<file path="src/rtl/pinc_pkg.sv">
package pinc_pkg;
  localparam int CTRL_W    = 9;
  localparam int TYPE_LSB  = 3;
  localparam int CODE_LSB  = 5;
  localparam int DBEN_BIT  = 8;
  localparam int CODE_W    = 3;
  localparam int CNT_W     = 1 << CODE_W;

  typedef logic [CNT_W:0] win_t;

  typedef enum logic [1:0] {
    EDGE_OFF  = 2'd0,
    EDGE_RISE = 2'd1,
    EDGE_FALL = 2'd2,
    EDGE_BOTH = 2'd3
  } edge_mode_t;

  // Window length in ticks for a debounce code.
  function automatic win_t window_ticks(input logic [CODE_W-1:0] code);
    window_ticks = win_t'(1) << code;
  endfunction

  // True when a transition qualifies under the selected edge type.
  function automatic logic edge_hit(input edge_mode_t mode, input logic rise, input logic fall);
    case (mode)
      EDGE_RISE: edge_hit = rise;
      EDGE_FALL: edge_hit = fall;
      EDGE_BOTH: edge_hit = rise | fall;
      default:   edge_hit = 1'b0;
    endcase
  endfunction
endpackage

</file>
<file path="src/rtl/pinc_sync.sv">
module pinc_sync #(
  parameter int STAGES = 2
) (
  input  logic clk,
  input  logic rst_n,
  input  logic d,
  output logic q
);
  logic [STAGES-1:0] chain_q;

  always_ff @(posedge clk or negedge rst_n) begin
    if (!rst_n) chain_q <= '0;
    else        chain_q <= {chain_q[STAGES-2:0], d};
  end

  assign q = chain_q[STAGES-1];
endmodule

</file>
<file path="src/rtl/pinc_debounce.sv">
module pinc_debounce
  import pinc_pkg::*;
(
  input  logic              clk,
  input  logic              rst_n,
  input  logic              raw,
  input  logic              en,
  input  logic [CODE_W-1:0] code,
  input  logic              ms_tick,
  output logic              level,
  output logic              window_done,
  output logic              restart_evt
);
  logic              level_q;
  logic [CNT_W-1:0]  cnt_q;
  logic [CODE_W-1:0] code_q;
  logic              differ;

  assign differ      = raw != level_q;
  assign restart_evt = code != code_q;
  assign window_done = en && differ && !restart_evt && ms_tick &&
                       ((win_t'(cnt_q) + win_t'(1)) >= window_ticks(code));

  always_ff @(posedge clk or negedge rst_n) begin
    if (!rst_n) begin
      level_q <= 1'b0;
      cnt_q   <= '0;
      code_q  <= '0;
    end else begin
      code_q <= code;
      if (!en) begin
        level_q <= raw;
        cnt_q   <= '0;
      end else if (!differ || restart_evt) begin
        cnt_q <= '0;
      end else if (window_done) begin
        level_q <= raw;
        cnt_q   <= '0;
      end else if (ms_tick) begin
        cnt_q <= cnt_q + CNT_W'(1);
      end
    end
  end

  assign level = level_q;
endmodule

</file>
<file path="src/rtl/pinc_edge.sv">
module pinc_edge
  import pinc_pkg::*;
(
  input  logic       clk,
  input  logic       rst_n,
  input  logic       level,
  input  logic [1:0] mode,
  output logic       evt
);
  logic prev_q;
  logic rise;
  logic fall;

  always_ff @(posedge clk or negedge rst_n) begin
    if (!rst_n) prev_q <= 1'b0;
    else        prev_q <= level;
  end

  assign rise = level & ~prev_q;
  assign fall = ~level & prev_q;
  assign evt  = edge_hit(edge_mode_t'(mode), rise, fall);
endmodule

</file>
<file path="src/rtl/pin_conditioner.sv">
module pin_conditioner
  import pinc_pkg::*;
#(
  parameter int SYNC_STAGES = 2
) (
  input  logic              clk,
  input  logic              rst_n,
  input  logic              pad_in,
  input  logic [CTRL_W-1:0] ctrl,
  input  logic              ms_tick,
  output logic              level_out,
  output logic              event_pulse
);
  logic              pad_sync;
  logic              window_done;
  logic              restart_evt;
  logic [1:0]        edge_sel;
  logic [CODE_W-1:0] db_code;
  logic              db_en;
  logic              unused_ctrl_bits;

  assign edge_sel         = ctrl[TYPE_LSB +: 2];
  assign db_code          = ctrl[CODE_LSB +: CODE_W];
  assign db_en            = ctrl[DBEN_BIT];
  assign unused_ctrl_bits = ^ctrl[TYPE_LSB-1:0];

  pinc_sync #(.STAGES(SYNC_STAGES)) u_sync (
    .clk(clk), .rst_n(rst_n), .d(pad_in), .q(pad_sync)
  );

  pinc_debounce u_db (
    .clk(clk), .rst_n(rst_n), .raw(pad_sync), .en(db_en), .code(db_code),
    .ms_tick(ms_tick), .level(level_out), .window_done(window_done),
    .restart_evt(restart_evt)
  );

  pinc_edge u_edge (
    .clk(clk), .rst_n(rst_n), .level(level_out), .mode(edge_sel), .evt(event_pulse)
  );
endmodule

</file>
<file path="config.mk">
export PLATFORM = sky130hd
export DESIGN_NAME = pin_conditioner
export DESIGN_NICKNAME = d
export VERILOG_FILES = /design/src/rtl/pinc_pkg.sv /design/src/rtl/pinc_sync.sv /design/src/rtl/pinc_debounce.sv /design/src/rtl/pinc_edge.sv /design/src/rtl/pin_conditioner.sv
export SDC_FILE = /design/constraint.sdc
export NUM_CORES = 1
export LEC_CHECK = 0
export BUFFER_PORTS_ARGS = -buffer_cell sky130_fd_sc_hd__buf_4
export CAP_MARGIN = 25
export CORE_MARGIN = 4
export CORE_UTILIZATION = 50
export CTS_BUF_LIST = sky130_fd_sc_hd__clkbuf_8 sky130_fd_sc_hd__clkbuf_16
export CTS_CLUSTER_SIZE = 20
export DETAILED_ROUTE_END_ITERATION = 6
export GPL_ROUTABILITY_DRIVEN = 0
export PLACE_DENSITY = 0.74
export SLEW_MARGIN = 20
export SYNTH_ARGS = -nofsm -noshare
export SYNTH_HDL_FRONTEND = slang
export SYNTH_SLANG_ARGS = --single-unit
</file>
<file path="constraint.sdc">
create_clock -name clk -period 2.6 [get_ports clk]
set_input_delay 0.26 -clock clk [delete_from_list [all_inputs] [get_ports clk]]
set_output_delay 0.26 -clock clk [all_outputs]
set_load 0.05 [all_outputs]
</file>
==> results.yml <==
status:
  outcome: "finished, violations left"
  violations: "negative setup slack"
pwr:
  vdd_drop_max_v: 0.0002841
  leakagePower_uw: 0.0007115
  power.density_nw_per_um2: 369.6
  finalPower_uw: 553.1
finish:
  multi_input_area_um2: 728.2
  area_growth_syn_to_layout_pct: 44.79
  antenna_cells: 0
  layout.nets: 177
  fin_cells: 179
  nFillCells: 141
  drive_gt1_frac: 0.4145
  regArea_um2: 379.1
synth:
  synth.area.top_cells: "dfrtp_1 (36%), ha_1 (13%), xor2_1 (5.9%)"
  synth_xor_area_frac: 0.07627
  synthCells: 114
  synth.top_cell.area_share: 0.3632
  syn_area_um2: 1033
  synth-adder-area-share: 0.1332
  synth-seq-area-share: 0.3632
  yosys_warnings: 0
  muxShareOfSynthArea: 0.02421
  synth_top_area_cell: "dfrtp_1"
  yosys.area_share.simple: 0.2288
  synth_compound_area_frac: 0.1441
  avgSynthCellArea_um2: 9.066
  syn_nets: 138
  synth_top_family_by_area: "simple AND/OR/NAND/NOR gates"
  ys_seq_elements: 15
  synth.distinct_cells: 29
routing:
  postRouteAntennaNets: 0
  detail_route.wl_per_cell_um: 16.36
  routed_wl_mm: 2.929
  first_pass_iters: 4
  viasPerCell: 5.592
  drc: 0
  drt_iter0_markers: 29
  vias: 1001
placement:
  dp.cells: 166
  dpl_worst_slack_ps: -105.3
  port-buffer-count: 11
  dpl.hpwl_mm: 1.731
setup_path:
  crit_path_cell_trace: "ha_4 > nand2_4 > or3_4 > nand2_4 > ha_4 > a21o_1 > a221o_1 > a21o_1 > or4_1 > a31oi_1"
  critPathSlowestCell: "dfrtp_2"
  reg2reg_slack_ps: -100
  r2r-end: "u_db.cnt_q[4]$_DFFE_PN0P_"
  end_kind: "flip-flop"
  cp-startpoint: "u_db.cnt_q[0]$_DFFE_PN0P_"
  r2r.worst_path.cells: 10
  path_class: "reg2reg"
  cp-start-kind: "flip-flop"
  cp_num_cells: 10
  cp_num_buf_inv: 0
  critical_path.top_delay_family: "compound AO/OA/AOI/OAI gates"
  arrival_ps: 2860
  slowest_delay_ps: 420
  crit_end: "u_db.cnt_q[4]$_DFFE_PN0P_"
  worstPathRequired_ps: 2770
  r2r_start: "u_db.cnt_q[0]$_DFFE_PN0P_"
  cp_max_fo: 5
clock_tree:
  cts.sinks: 15
  numCtsBuffers: 3
  cts_buffer_depth: 2
  cts_root_buf: "clkbuf_8"
  tritoncts: "yes"
  insertion_delay_ps: 250
  cts-htree-levels: 1
  path_clk_slew_ps: 60
timing:
  worst_slack_ps: -97.99
  max_slew_margin: 0.6858
  setup-tns-final_ps: -251.1
  finalCritPeriodShare: 1.038
  worst_pin_slew_ps: 467.7
  setup-violations-final: 8
  slew_violations: 0
  rsz0062_at_grt: "yes"
  hold_viol_final: 0
  max_freq_mhz: 370.6
  clock_skew_ps: 2.369
  min_period_ps: 2698
die:
  die_w_um: 53.47
  die_h_um: 53.47
  dieArea_um2: 2859
  core_area_um2: 1962
  row_count: 16
  initial_core_util: 0.5268
  boundaryPins: 15
grt:
  grt_pass1_vias: 968
  grt_usage: 0.2271
  grt_max_degree: 16
  grt_overflow: 0
  antenna_found_initial: 0
  grt_pass1_wl_mm: 4.547
job:
  drv_cap: 0
hold_path:
  whs_path_depth: 1
  min_path_type: "in2reg"
## metal layers
metal	wire length [µm]	track usage
met1	1211	0.2653
met4	75	0.08936
met5	0	0
met3	141	0.03380
met2	1500	0.4082
## synth_stat cells, drive strengths merged
library cell	instances
o21ai	5
dfrtp	15
nand4b	1
nand3	10
xor2	7
nor2b	1
nand2	16
nor2	3
ha	11
xnor2	2
a21oi	9
mux2	1
nand3b	4
or3	2
nor3	4
clkbuf	3
a21o	3
a221o	1
o31ai	1
mux2i	1
inv	4
or3b	2
a31oi	1
or4	1
a211oi	3
and3	2
buf	1
## sequential cells by signal (all words and copies together) (netlist names)
name and count:
u_sync.chain_q 2, u_db.code_q 3, u_db.level 1, u_db.cnt_q 8, u_edge.prev_q 1
## what timing repair did
action,CTS,global route
gates resized for setup,15,7
setup endpoints to repair,9,9
pin swaps,7,10
hold buffers,1,0
buffers inserted,5,3
hold endpoints to repair,15,0
## worst min path at each step
stage,to,start
global placement,u_db.level$_DFFE_PN0P_,rst_n
global route,u_sync.chain_q[0]$_DFF_PN0_,pad_in
floorplan,u_db.cnt_q[0]$_DFFE_PN0P_,rst_n
detailed placement,u_db.level$_DFFE_PN0P_,rst_n
CTS,u_sync.chain_q[0]$_DFF_PN0_,pad_in
finish,u_sync.chain_q[0]$_DFF_PN0_,pad_in
## worst reg2reg max path: stages (launching register included)
cell	delay, ps
dfrtp_2	420
ha_4	170
nand2_4	50
or3_4	350
nand2_4	90
ha_4	190
a21o_1	160
a221o_1	420
a21o_1	220
or4_1	420
a31oi_1	140
## cell type report
class	instances	area share
multi-input combinational	91	0.4866
sequential	15	0.2533
timing repair buffer	38	0.1973
clock buffer	3	0.02759
tap	27	0.02258
inverter	4	0.01003
clock inverter	1	0.002508
## metrics by stage
| stage | hold slack, ps | instance area (µm²) | util |
|---|---|---|---|
| floorplan | -35.59 | 1054 | - |
| global route | 111.4 | 1496 | 0.7628 |
| detailed placement | 127.4 | 1289 | 0.6569 |
| finish | 113.9 | 1496 | 0.7628 |
| CTS | 114.1 | 1445 | 0.7366 |
| global placement | 125.3 | 1289 | 0.6569 |
## report_power, final
group / leakage [µW] / switching [µW] / internal, µW
sequential: 0.000188 / 5.81 / 241
clock: 0.0000269 / 83.8 / 105
combinational: 0.000496 / 66.3 / 51.7
total: 0.000711 / 156 / 397
## cells by family after synthesis
| family | after synthesis |
|---|---|
| xor+xnor | 9 |
| mux | 2 |
| buf+inv | 8 |
| flops | 15 |
| simple gates | 46 |
| compound gates | 23 |
| fa+ha+maj | 11 |
## cell usage in the layout (no fill, tap or decap), types with 2 or more instances in the layout
cell / instances
buf_4: 35
nand2_1: 13
dfrtp_1: 12
a21oi_1: 9
ha_1: 9
nand3_1: 8
xor2_1: 6
inv_1: 5
nand3b_1: 4
nor3_1: 3
a21o_1: 3
clkbuf_8: 3
dfrtp_2: 3
nor2_1: 2
or3b_2: 2
nand3_2: 2
nand2_4: 2
o21ai_1: 2
o21ai_0: 2
ha_4: 2
buf_6: 2
No activity file was read; power rests on OpenSTA's default activity.
